[config.mk]
export PLATFORM = sky130hd
export DESIGN_NAME = reload_ccu
export DESIGN_NICKNAME = d
export VERILOG_FILES = /design/src/rtl/ccu_pkg.sv /design/src/rtl/ccu_timebase.sv /design/src/rtl/ccu_channel.sv /design/src/rtl/reload_ccu.sv
export SDC_FILE = /design/constraint.sdc
export NUM_CORES = 1
export LEC_CHECK = 0
export BUFFER_PORTS_ARGS = -buffer_cell sky130_fd_sc_hd__buf_2
export CORE_MARGIN = 5
export CORE_UTILIZATION = 54
export CTS_CLUSTER_SIZE = 12
export DETAILED_ROUTE_END_ITERATION = 8
export GPL_TIMING_DRIVEN = 0
export PLACE_DENSITY = 0.78
export SETUP_SLACK_MARGIN = 0.02
export SLEW_MARGIN = 10
export SYNTH_ARGS = -nofsm -noshare
export SYNTH_HDL_FRONTEND = slang
export SYNTH_SLANG_ARGS = --single-unit
[constraint.sdc]
create_clock -name clk_i -period 2.15 [get_ports clk_i]
set_input_delay 0.43 -clock clk_i [delete_from_list [all_inputs] [get_ports clk_i]]
set_output_delay 0.43 -clock clk_i [all_outputs]
set_load 0.02 [all_outputs]
[src/rtl/ccu_pkg.sv]
package ccu_pkg;
  typedef enum logic [1:0] {
    MODE_OFF = 2'd0,
    MODE_CMP = 2'd1,
    MODE_CAP = 2'd2,
    MODE_RSV = 2'd3
  } cc_mode_e;

  // packed: mode occupies bits [1:0]
  typedef struct packed {
    logic     match_lvl;
    logic     shadow_en;
    logic     edge_fall;
    logic     edge_rise;
    cc_mode_e mode;
  } cc_cfg_t;

  localparam int CFG_W    = 6;
  localparam int SOFT_BIT = 6;
endpackage

[src/rtl/ccu_timebase.sv]
module ccu_timebase #(
  parameter int CW = 16
) (
  input  logic          clk_i,
  input  logic          rst_ni,
  input  logic          run_i,
  input  logic          load_i,
  input  logic [CW-1:0] load_val_i,
  input  logic [CW-1:0] reload_i,
  output logic [CW-1:0] cnt_o,
  output logic          ovf_o
);
  localparam logic [CW-1:0] ONE = CW'(1);
  localparam logic [CW-1:0] TOP = {CW{1'b1}};

  logic [CW-1:0] cnt_q;

  assign ovf_o = run_i && !load_i && (cnt_q == TOP);
  assign cnt_o = cnt_q;

  always_ff @(posedge clk_i or negedge rst_ni) begin
    if (!rst_ni)     cnt_q <= '0;
    else if (load_i) cnt_q <= load_val_i;
    else if (ovf_o)  cnt_q <= reload_i;
    else if (run_i)  cnt_q <= cnt_q + ONE;
  end

  assert_wrap_R2: assert property (@(posedge clk_i) disable iff (!rst_ni)
    ovf_o |=> cnt_q == $past(reload_i));
  assert_count_R1: assert property (@(posedge clk_i) disable iff (!rst_ni)
    (run_i && !load_i && cnt_q != TOP) |=> cnt_q == $past(cnt_q) + ONE);
  assert_hold_R1: assert property (@(posedge clk_i) disable iff (!rst_ni)
    (!run_i && !load_i) |=> $stable(cnt_q));
endmodule

[src/rtl/ccu_channel.sv]
module ccu_channel
  import ccu_pkg::*;
#(
  parameter int CW = 16
) (
  input  logic          clk_i,
  input  logic          rst_ni,
  input  logic          cfg_wr_i,
  input  logic [6:0]    cfg_data_i,
  input  logic          cmp_wr_i,
  input  logic [CW-1:0] cmp_data_i,
  input  logic          flag_clr_i,
  input  logic          run_i,
  input  logic          ovf_i,
  input  logic [CW-1:0] cnt_i,
  input  logic          pin_i,
  output logic          pin_o,
  output logic [CW-1:0] cc_o,
  output logic          flag_o
);
  cc_cfg_t       cfg_q;
  logic [2:0]    sync_q;
  logic [CW-1:0] shd_q, cc_q;
  logic          pin_q, flag_q;
  logic          is_cmp, is_cap, rise, fall, soft_cap, cap_ev, match;

  assign is_cmp   = (cfg_q.mode == MODE_CMP);
  assign is_cap   = (cfg_q.mode == MODE_CAP);
  assign rise     = sync_q[1] && !sync_q[2];
  assign fall     = !sync_q[1] && sync_q[2];
  assign soft_cap = cfg_wr_i && cfg_data_i[SOFT_BIT];
  assign cap_ev   = soft_cap ||
                    (is_cap && ((rise && cfg_q.edge_rise) || (fall && cfg_q.edge_fall)));
  assign match    = is_cmp && run_i && (cnt_i == cc_q);

  always_ff @(posedge clk_i or negedge rst_ni) begin
    if (!rst_ni) begin
      cfg_q  <= '0;
      sync_q <= '0;
    end else begin
      sync_q <= {sync_q[1:0], pin_i};
      if (cfg_wr_i) cfg_q <= cc_cfg_t'(cfg_data_i[CFG_W-1:0]);
    end
  end

  always_ff @(posedge clk_i or negedge rst_ni) begin
    if (!rst_ni) begin
      shd_q <= '0;
      cc_q  <= '0;
    end else begin
      if (cmp_wr_i) shd_q <= cmp_data_i;
      if (cap_ev)                           cc_q <= cnt_i;
      else if (cmp_wr_i && !cfg_q.shadow_en) cc_q <= cmp_data_i;
      else if (ovf_i && is_cmp)             cc_q <= shd_q;
    end
  end

  always_ff @(posedge clk_i or negedge rst_ni) begin
    if (!rst_ni) begin
      pin_q  <= 1'b0;
      flag_q <= 1'b0;
    end else begin
      if (is_cmp) begin
        if (ovf_i)      pin_q <= !cfg_q.match_lvl;
        else if (match) pin_q <= cfg_q.match_lvl;
      end
      if (cap_ev || match) flag_q <= 1'b1;
      else if (flag_clr_i) flag_q <= 1'b0;
    end
  end

  assign pin_o  = pin_q;
  assign cc_o   = cc_q;
  assign flag_o = flag_q;

  assert_ovf_level_R3: assert property (@(posedge clk_i) disable iff (!rst_ni)
    (is_cmp && ovf_i) |=> pin_q == !$past(cfg_q.match_lvl));
  assert_match_level_R3: assert property (@(posedge clk_i) disable iff (!rst_ni)
    (is_cmp && run_i && !ovf_i && cnt_i == cc_q) |=> pin_q == $past(cfg_q.match_lvl));
  assert_shadow_hold_R4: assert property (@(posedge clk_i) disable iff (!rst_ni)
    (is_cmp && cfg_q.shadow_en && !ovf_i && !soft_cap) |=> $stable(cc_q));
  assert_soft_capture_R8: assert property (@(posedge clk_i) disable iff (!rst_ni)
    soft_cap |=> (flag_q && cc_q == $past(cnt_i)));
  assert_idle_pin_R10: assert property (@(posedge clk_i) disable iff (!rst_ni)
    !is_cmp |=> $stable(pin_q));
endmodule

[src/rtl/reload_ccu.sv]
module reload_ccu #(
  parameter int NUM_CH = 6,
  parameter int CW     = 16,
  parameter int AW     = 4
) (
  input  logic                 clk_i,
  input  logic                 rst_ni,
  input  logic                 wr_en_i,
  input  logic [AW-1:0]        wr_addr_i,
  input  logic [CW-1:0]        wr_data_i,
  input  logic [NUM_CH-1:0]    cc_pin_i,
  output logic [NUM_CH-1:0]    cc_pin_o,
  output logic [NUM_CH*CW-1:0] cc_val_o,
  output logic [NUM_CH-1:0]    cc_flag_o,
  output logic                 ovf_flag_o,
  output logic [CW-1:0]        timer_o
);
  localparam int ADDR_CTRL   = 0;
  localparam int ADDR_RELOAD = 1;
  localparam int ADDR_CFG0   = 2;
  localparam int ADDR_CMP0   = ADDR_CFG0 + NUM_CH;
  localparam int ADDR_CLR    = 14;
  localparam int ADDR_TMR    = 15;

  logic          run_q, ovf_flag_q, ovf, clr_wr;
  logic [CW-1:0] reload_q, cnt;

  assign clr_wr = wr_en_i && (wr_addr_i == AW'(ADDR_CLR));

  always_ff @(posedge clk_i or negedge rst_ni) begin
    if (!rst_ni) begin
      run_q      <= 1'b0;
      reload_q   <= '0;
      ovf_flag_q <= 1'b0;
    end else begin
      if (wr_en_i && wr_addr_i == AW'(ADDR_CTRL))   run_q    <= wr_data_i[0];
      if (wr_en_i && wr_addr_i == AW'(ADDR_RELOAD)) reload_q <= wr_data_i;
      if (ovf)                              ovf_flag_q <= 1'b1;
      else if (clr_wr && wr_data_i[CW-1])   ovf_flag_q <= 1'b0;
    end
  end

  ccu_timebase #(.CW(CW)) u_timebase (
    .clk_i      (clk_i),
    .rst_ni     (rst_ni),
    .run_i      (run_q),
    .load_i     (wr_en_i && wr_addr_i == AW'(ADDR_TMR)),
    .load_val_i (wr_data_i),
    .reload_i   (reload_q),
    .cnt_o      (cnt),
    .ovf_o      (ovf)
  );

  for (genvar i = 0; i < NUM_CH; i++) begin : g_ch
    ccu_channel #(.CW(CW)) u_ch (
      .clk_i      (clk_i),
      .rst_ni     (rst_ni),
      .cfg_wr_i   (wr_en_i && wr_addr_i == AW'(ADDR_CFG0 + i)),
      .cfg_data_i (wr_data_i[6:0]),
      .cmp_wr_i   (wr_en_i && wr_addr_i == AW'(ADDR_CMP0 + i)),
      .cmp_data_i (wr_data_i),
      .flag_clr_i (clr_wr && wr_data_i[i]),
      .run_i      (run_q),
      .ovf_i      (ovf),
      .cnt_i      (cnt),
      .pin_i      (cc_pin_i[i]),
      .pin_o      (cc_pin_o[i]),
      .cc_o       (cc_val_o[i*CW +: CW]),
      .flag_o     (cc_flag_o[i])
    );
  end

  assign ovf_flag_o = ovf_flag_q;
  assign timer_o    = cnt;

  assert_ovf_flag_R2: assert property (@(posedge clk_i) disable iff (!rst_ni)
    ovf |=> ovf_flag_q);
  assert_ovf_wrap_R2: assert property (@(posedge clk_i) disable iff (!rst_ni)
    ovf |=> timer_o == $past(reload_q));
endmodule

==> results <==
- The net total in the final layout is 1615.
- The total met2 wirelength after detailed routing is 23.7 mm.
- The HPWL after detailed placement is 34.0 mm.
- The leakage power total is 0.00927 uW.
- The remaining antenna violation count after routing is 0.
- Summed over all nets, wire length on met3 after detailed routing comes to 4.06 mm.
- Global routing consumed, over all layers together, 31.5% of the routing resources.
- After detailed routing, the total wire length is 51.0 mm.
- The run finished, with violations left.
- The number of distinct standard cells referenced by the synthesized netlist is 55.
- The total via count after detailed routing is 12200.
- In this run the most critical hold path is launched from cc_pin_i[3].
- The share of flip-flops with an asynchronous set or reset is 100%.
- The share of layout cells above drive strength 1 is 45.3%.
- Yosys attributes the largest share of cell area to sky130_fd_sc_hd__dfrtp_1 (48%), sky130_fd_sc_hd__mux2_2 (20%), sky130_fd_sc_hd__mux2i_1 (5.7%), sky130_fd_sc_hd__xnor2_1 (3.7%), sky130_fd_sc_hd__a21oi_1 (2.9%).
- The number of warning messages in the yosys log is 0.
- The number of endpoints with negative hold slack in the final report is 0.
- After detailed routing, the number of vias per cell comes to 6.15.
- In this run the deepest clock path goes through 3 buffers.
- The final instance area is 19500 um^2.
- The headroom to the max-slew limit is 38.8%.
- The highest clock frequency the design can meet is 0.406 GHz.
- The type of element launching the critical path is a flop.
- During placement, the flow inserted port buffers numbering 150.
- The number of max-capacitance violations reported is 0.
- The average instance area after synthesis is 11.5 um^2.
- The portion of the clock cycle consumed by the worst path in the final layout is 114%.
- The commonest cells after synthesis are sky130_fd_sc_hd__dfrtp_1 (292), sky130_fd_sc_hd__mux2_2 (265), sky130_fd_sc_hd__nor2_1 (104), sky130_fd_sc_hd__a21oi_1 (89), sky130_fd_sc_hd__mux2i_1 (86).
- In the final routed layout, each cell accounts on average for 25.7 um.
- The final number of setup-violating endpoints is 110.
- For the pin with the worst max-slew slack, the measured transition is 0.917 ns.
- The total power divided by cell area is 1340 nW/um^2.
- The most numerous cell type found on the critical path is sky130_fd_sc_hd__buf_6.
- The fraction of post-synthesis cell area in the top cell type by area is 48.4%.
- 154 I/O pins were placed.
- After global routing the overflow that remains totals 0.
- The die footprint is 31400 um^2.
- The antenna cell count is 0.
- After filler insertion, the fill cell instance count of the layout stands at 1868.
- On the final layout, the worst clock skew is 0.0152 ns.
- The critical path is of the reg -> reg type.
- The final number of max-transition violations was 0.
- The clock-pin slew on the worst setup and hold paths is 0.06 ns.
- Buffers inserted during clock tree synthesis total 34.
- The post-detailed-route DRC marker count is 0.
- The total number of placement rows is 61.
- Before CTS, the worst setup slack after placement is -0.775 ns.
- The number of antenna violations at the first check in global routing was 0.
- The starting density of the core is 54.5%.
- The routed design could run at a clock period as short as 2.46 ns.
- The synthesized design contains 0 enable-type register cells.
- Routability-driven placement finished with a final weighted congestion of 0.930.
- In the post-synthesis netlist, the cell with the most instances is sky130_fd_sc_hd__dfrtp_1.
- From left edge to right edge, the die measures 177 um.
- The most common flop cell mapped by yosys is sky130_fd_sc_hd__dfrtp_1.
- The final reports fail on negative setup slack.
- VDD sags by at most 0.000729 V.
- The class of the tightest hold or removal check is in -> reg.
- The part of the Yosys area used for sequential elements is 48.4%.
- The master cell of the clock root buffer is sky130_fd_sc_hd__clkbuf_16.
- In the synthesized netlist, the number of instances is 1312.
- The wire length of the first global-routing pass is 75.1 mm.
- The synthesized design spends more area on one cell type than any other, namely sky130_fd_sc_hd__dfrtp_1.
- The sequential cells in the finished layout cover a total of 7330 um^2.
- The signal on the critical path passes through ha_4 > and4_4 > nand3_4 > nor3_4 > and3b_2 > or3b_1 > buf_6 > buf_6 > mux2_4.
- The area of combinational cells with multiple inputs is 8020 um^2.
- The number of global-route vias before repair came to 12400.
- After detailed routing, no signal wire sits above met4.
- The slowest stage of the critical path belongs to the cell sky130_fd_sc_hd__dfrtp_2.
- Setup repair after global routing could not meet its margin everywhere.
- The count of TritonRoute iterations in the first routing pass is 5.
- Entering global routing, the biggest net connects 100 pins.
- The H-tree depth reported by CTS is 2.
- Summing every instance area after synthesis gives 15100 um^2.
- The critical path starts at u_timebase.cnt_o[0].
- The flop and latch count out of synthesis is 292.
- Measured along the y axis, the die boundary spans 177 um.
- The data arrival at the endpoint of the critical path is 2.86 ns.
- The core occupancy in the finished layout is 70.5%.
- The peak fanout along the critical path is 5.
- After floorplanning, the core was sized to cover 27700 um^2.
- The longest individual stage delay on the worst path is 0.42 ns.
- The final setup slack of the worst path is -0.311 ns.
- The placed instances occupy a cell area of 16600 um^2.
- The synthesized net count is 1342.
- For this block, wires on met1 add up to 20.3 mm.
- STA puts the critical path data required time at 2.55 ns.
- The kind of end point of the critical path is a flop.
- The layout-stage area growth over the synthesis result is 29.2%.
- Clock latency on the worst-skew pair, taken at its later pin, is 0.53 ns.
- Hold is met by 0.0173 ns.
- TritonCTS built the clock tree.
- The reg-to-reg startpoint is u_timebase.cnt_o[0].
- Clock tree synthesis found a total of 292 sinks.
- Adding up every negative setup slack in the final design gives -23.21 ns.
- The first routing iteration left 1409 violations.
-- metrics by stage --
stage	power [uW]	cells
floorplan	14700	1312
global route	27100	1986
global placement	17900	1840
finish	26200	1986
detailed placement	18200	1842
CTS	25200	1962
-- cell families after synthesis --
kind of cell             Yosys count  share of synthesized area [%]
buffers and inverters            133                           4.26
flip-flops                       292                           48.4
AO/OA/AOI/OAI                    152                           5.76
AND/OR/NAND/NOR                  275                           9.42
XOR/XNOR                          98                           5.68
adder cells (fa/ha/maj)            1                         0.0828
multiplexers                     361                           26.4
-- where the power goes --
| group | switching (uW) | total [uW] | internal (uW) |
|---|---|---|---|
| registers | 1890 | 9150 | 7250 |
| logic | 6110 | 11300 | 5210 |
| clock network | 2320 | 5710 | 3390 |
-- worst max-delay path: cells and delay by family, from the launching register on --
family | cells | cell delay, ns
muxes | 1 | 0.31
and+or+nand+nor | 5 | 1.13
buffers and inverters | 2 | 0.30
DFF | 1 | 0.42
adders and majority gates | 1 | 0.17
-- placed cells by master, fill, tap and decap left out, drive strengths merged, types with 6 or more instances in the layout --
cell type	n
inv	10
a31oi	7
o211ai	6
o21ai	23
clkbuf	121
nor2	105
mux2	275
a21oi	89
nor3	9
xor2	34
and3	7
nand4	20
xnor2	64
nand2	57
mux2i	86
dfrtp	292
nor4	16
o31ai	6
nand3b	18
buf	289
nand3	14
-- routing by layer --
metal | up-vias | global-route usage, %
met5 | - | 0
met4 | 0 | 15.9
met3 | 201 | 4.57
met2 | 681 | 49.9
met1 | 6177 | 42.5
li1 | 5157 | -
-- area by class of cell --
cell class / instances / share of cell area [%]
well taps: 378 / 2.42
flip-flops and latches: 292 / 37.5
clock buffers: 52 / 5.24
multi-input cells: 887 / 41.1
repair buffers: 245 / 9.02
plain buffers: 115 / 4.22
clock inverters: 7 / 0.320
inverters: 10 / 0.192
-- registers in the layout (all words and copies together), names as in the netlist --
register / flops
reload_q: 16
g_ch.u_ch.flag_o: 6
g_ch.u_ch.sync_q: 18
g_ch.u_ch.pin_o: 6
g_ch.u_ch.cc_o: 96
g_ch.u_ch.cfg_q: 36
u_timebase.cnt_o: 16
ovf_flag_o: 1
g_ch.u_ch.shd_q: 96
run_q: 1
-- path summary, 6_finish.rpt --
check | end | slack, ns | depth (start not counted)
worst max-delay path | g_ch[3].u_ch.cc_o[13] | -0.31 | 9
worst max register to register | g_ch[3].u_ch.cc_o[13] | -0.31 | 9
worst min-delay path | g_ch[3].u_ch.sync_q[0] | 0.02 | 1
max in group asynchronous | g_ch[2].u_ch.cc_o[11] | 0.57 | 3
worst min register to register | g_ch[0].u_ch.sync_q[1] | 0.34 | 0
min in group asynchronous | g_ch[0].u_ch.cfg_q[4] | 0.57 | 2
-- repair_timing --
| item | in CTS | in global routing |
|---|---|---|
| hold endpoints to repair | 18 | 0 |
| endpoints found under the setup margin | 123 | 116 |
| hold buffers | 1 | 0 |
| setup buffers | 61 | 29 |
| resized for setup | 177 | 87 |
| pin swaps | 26 | 41 |
| gates cloned | 3 | 2 |
(Power assumes the default switching activity.)
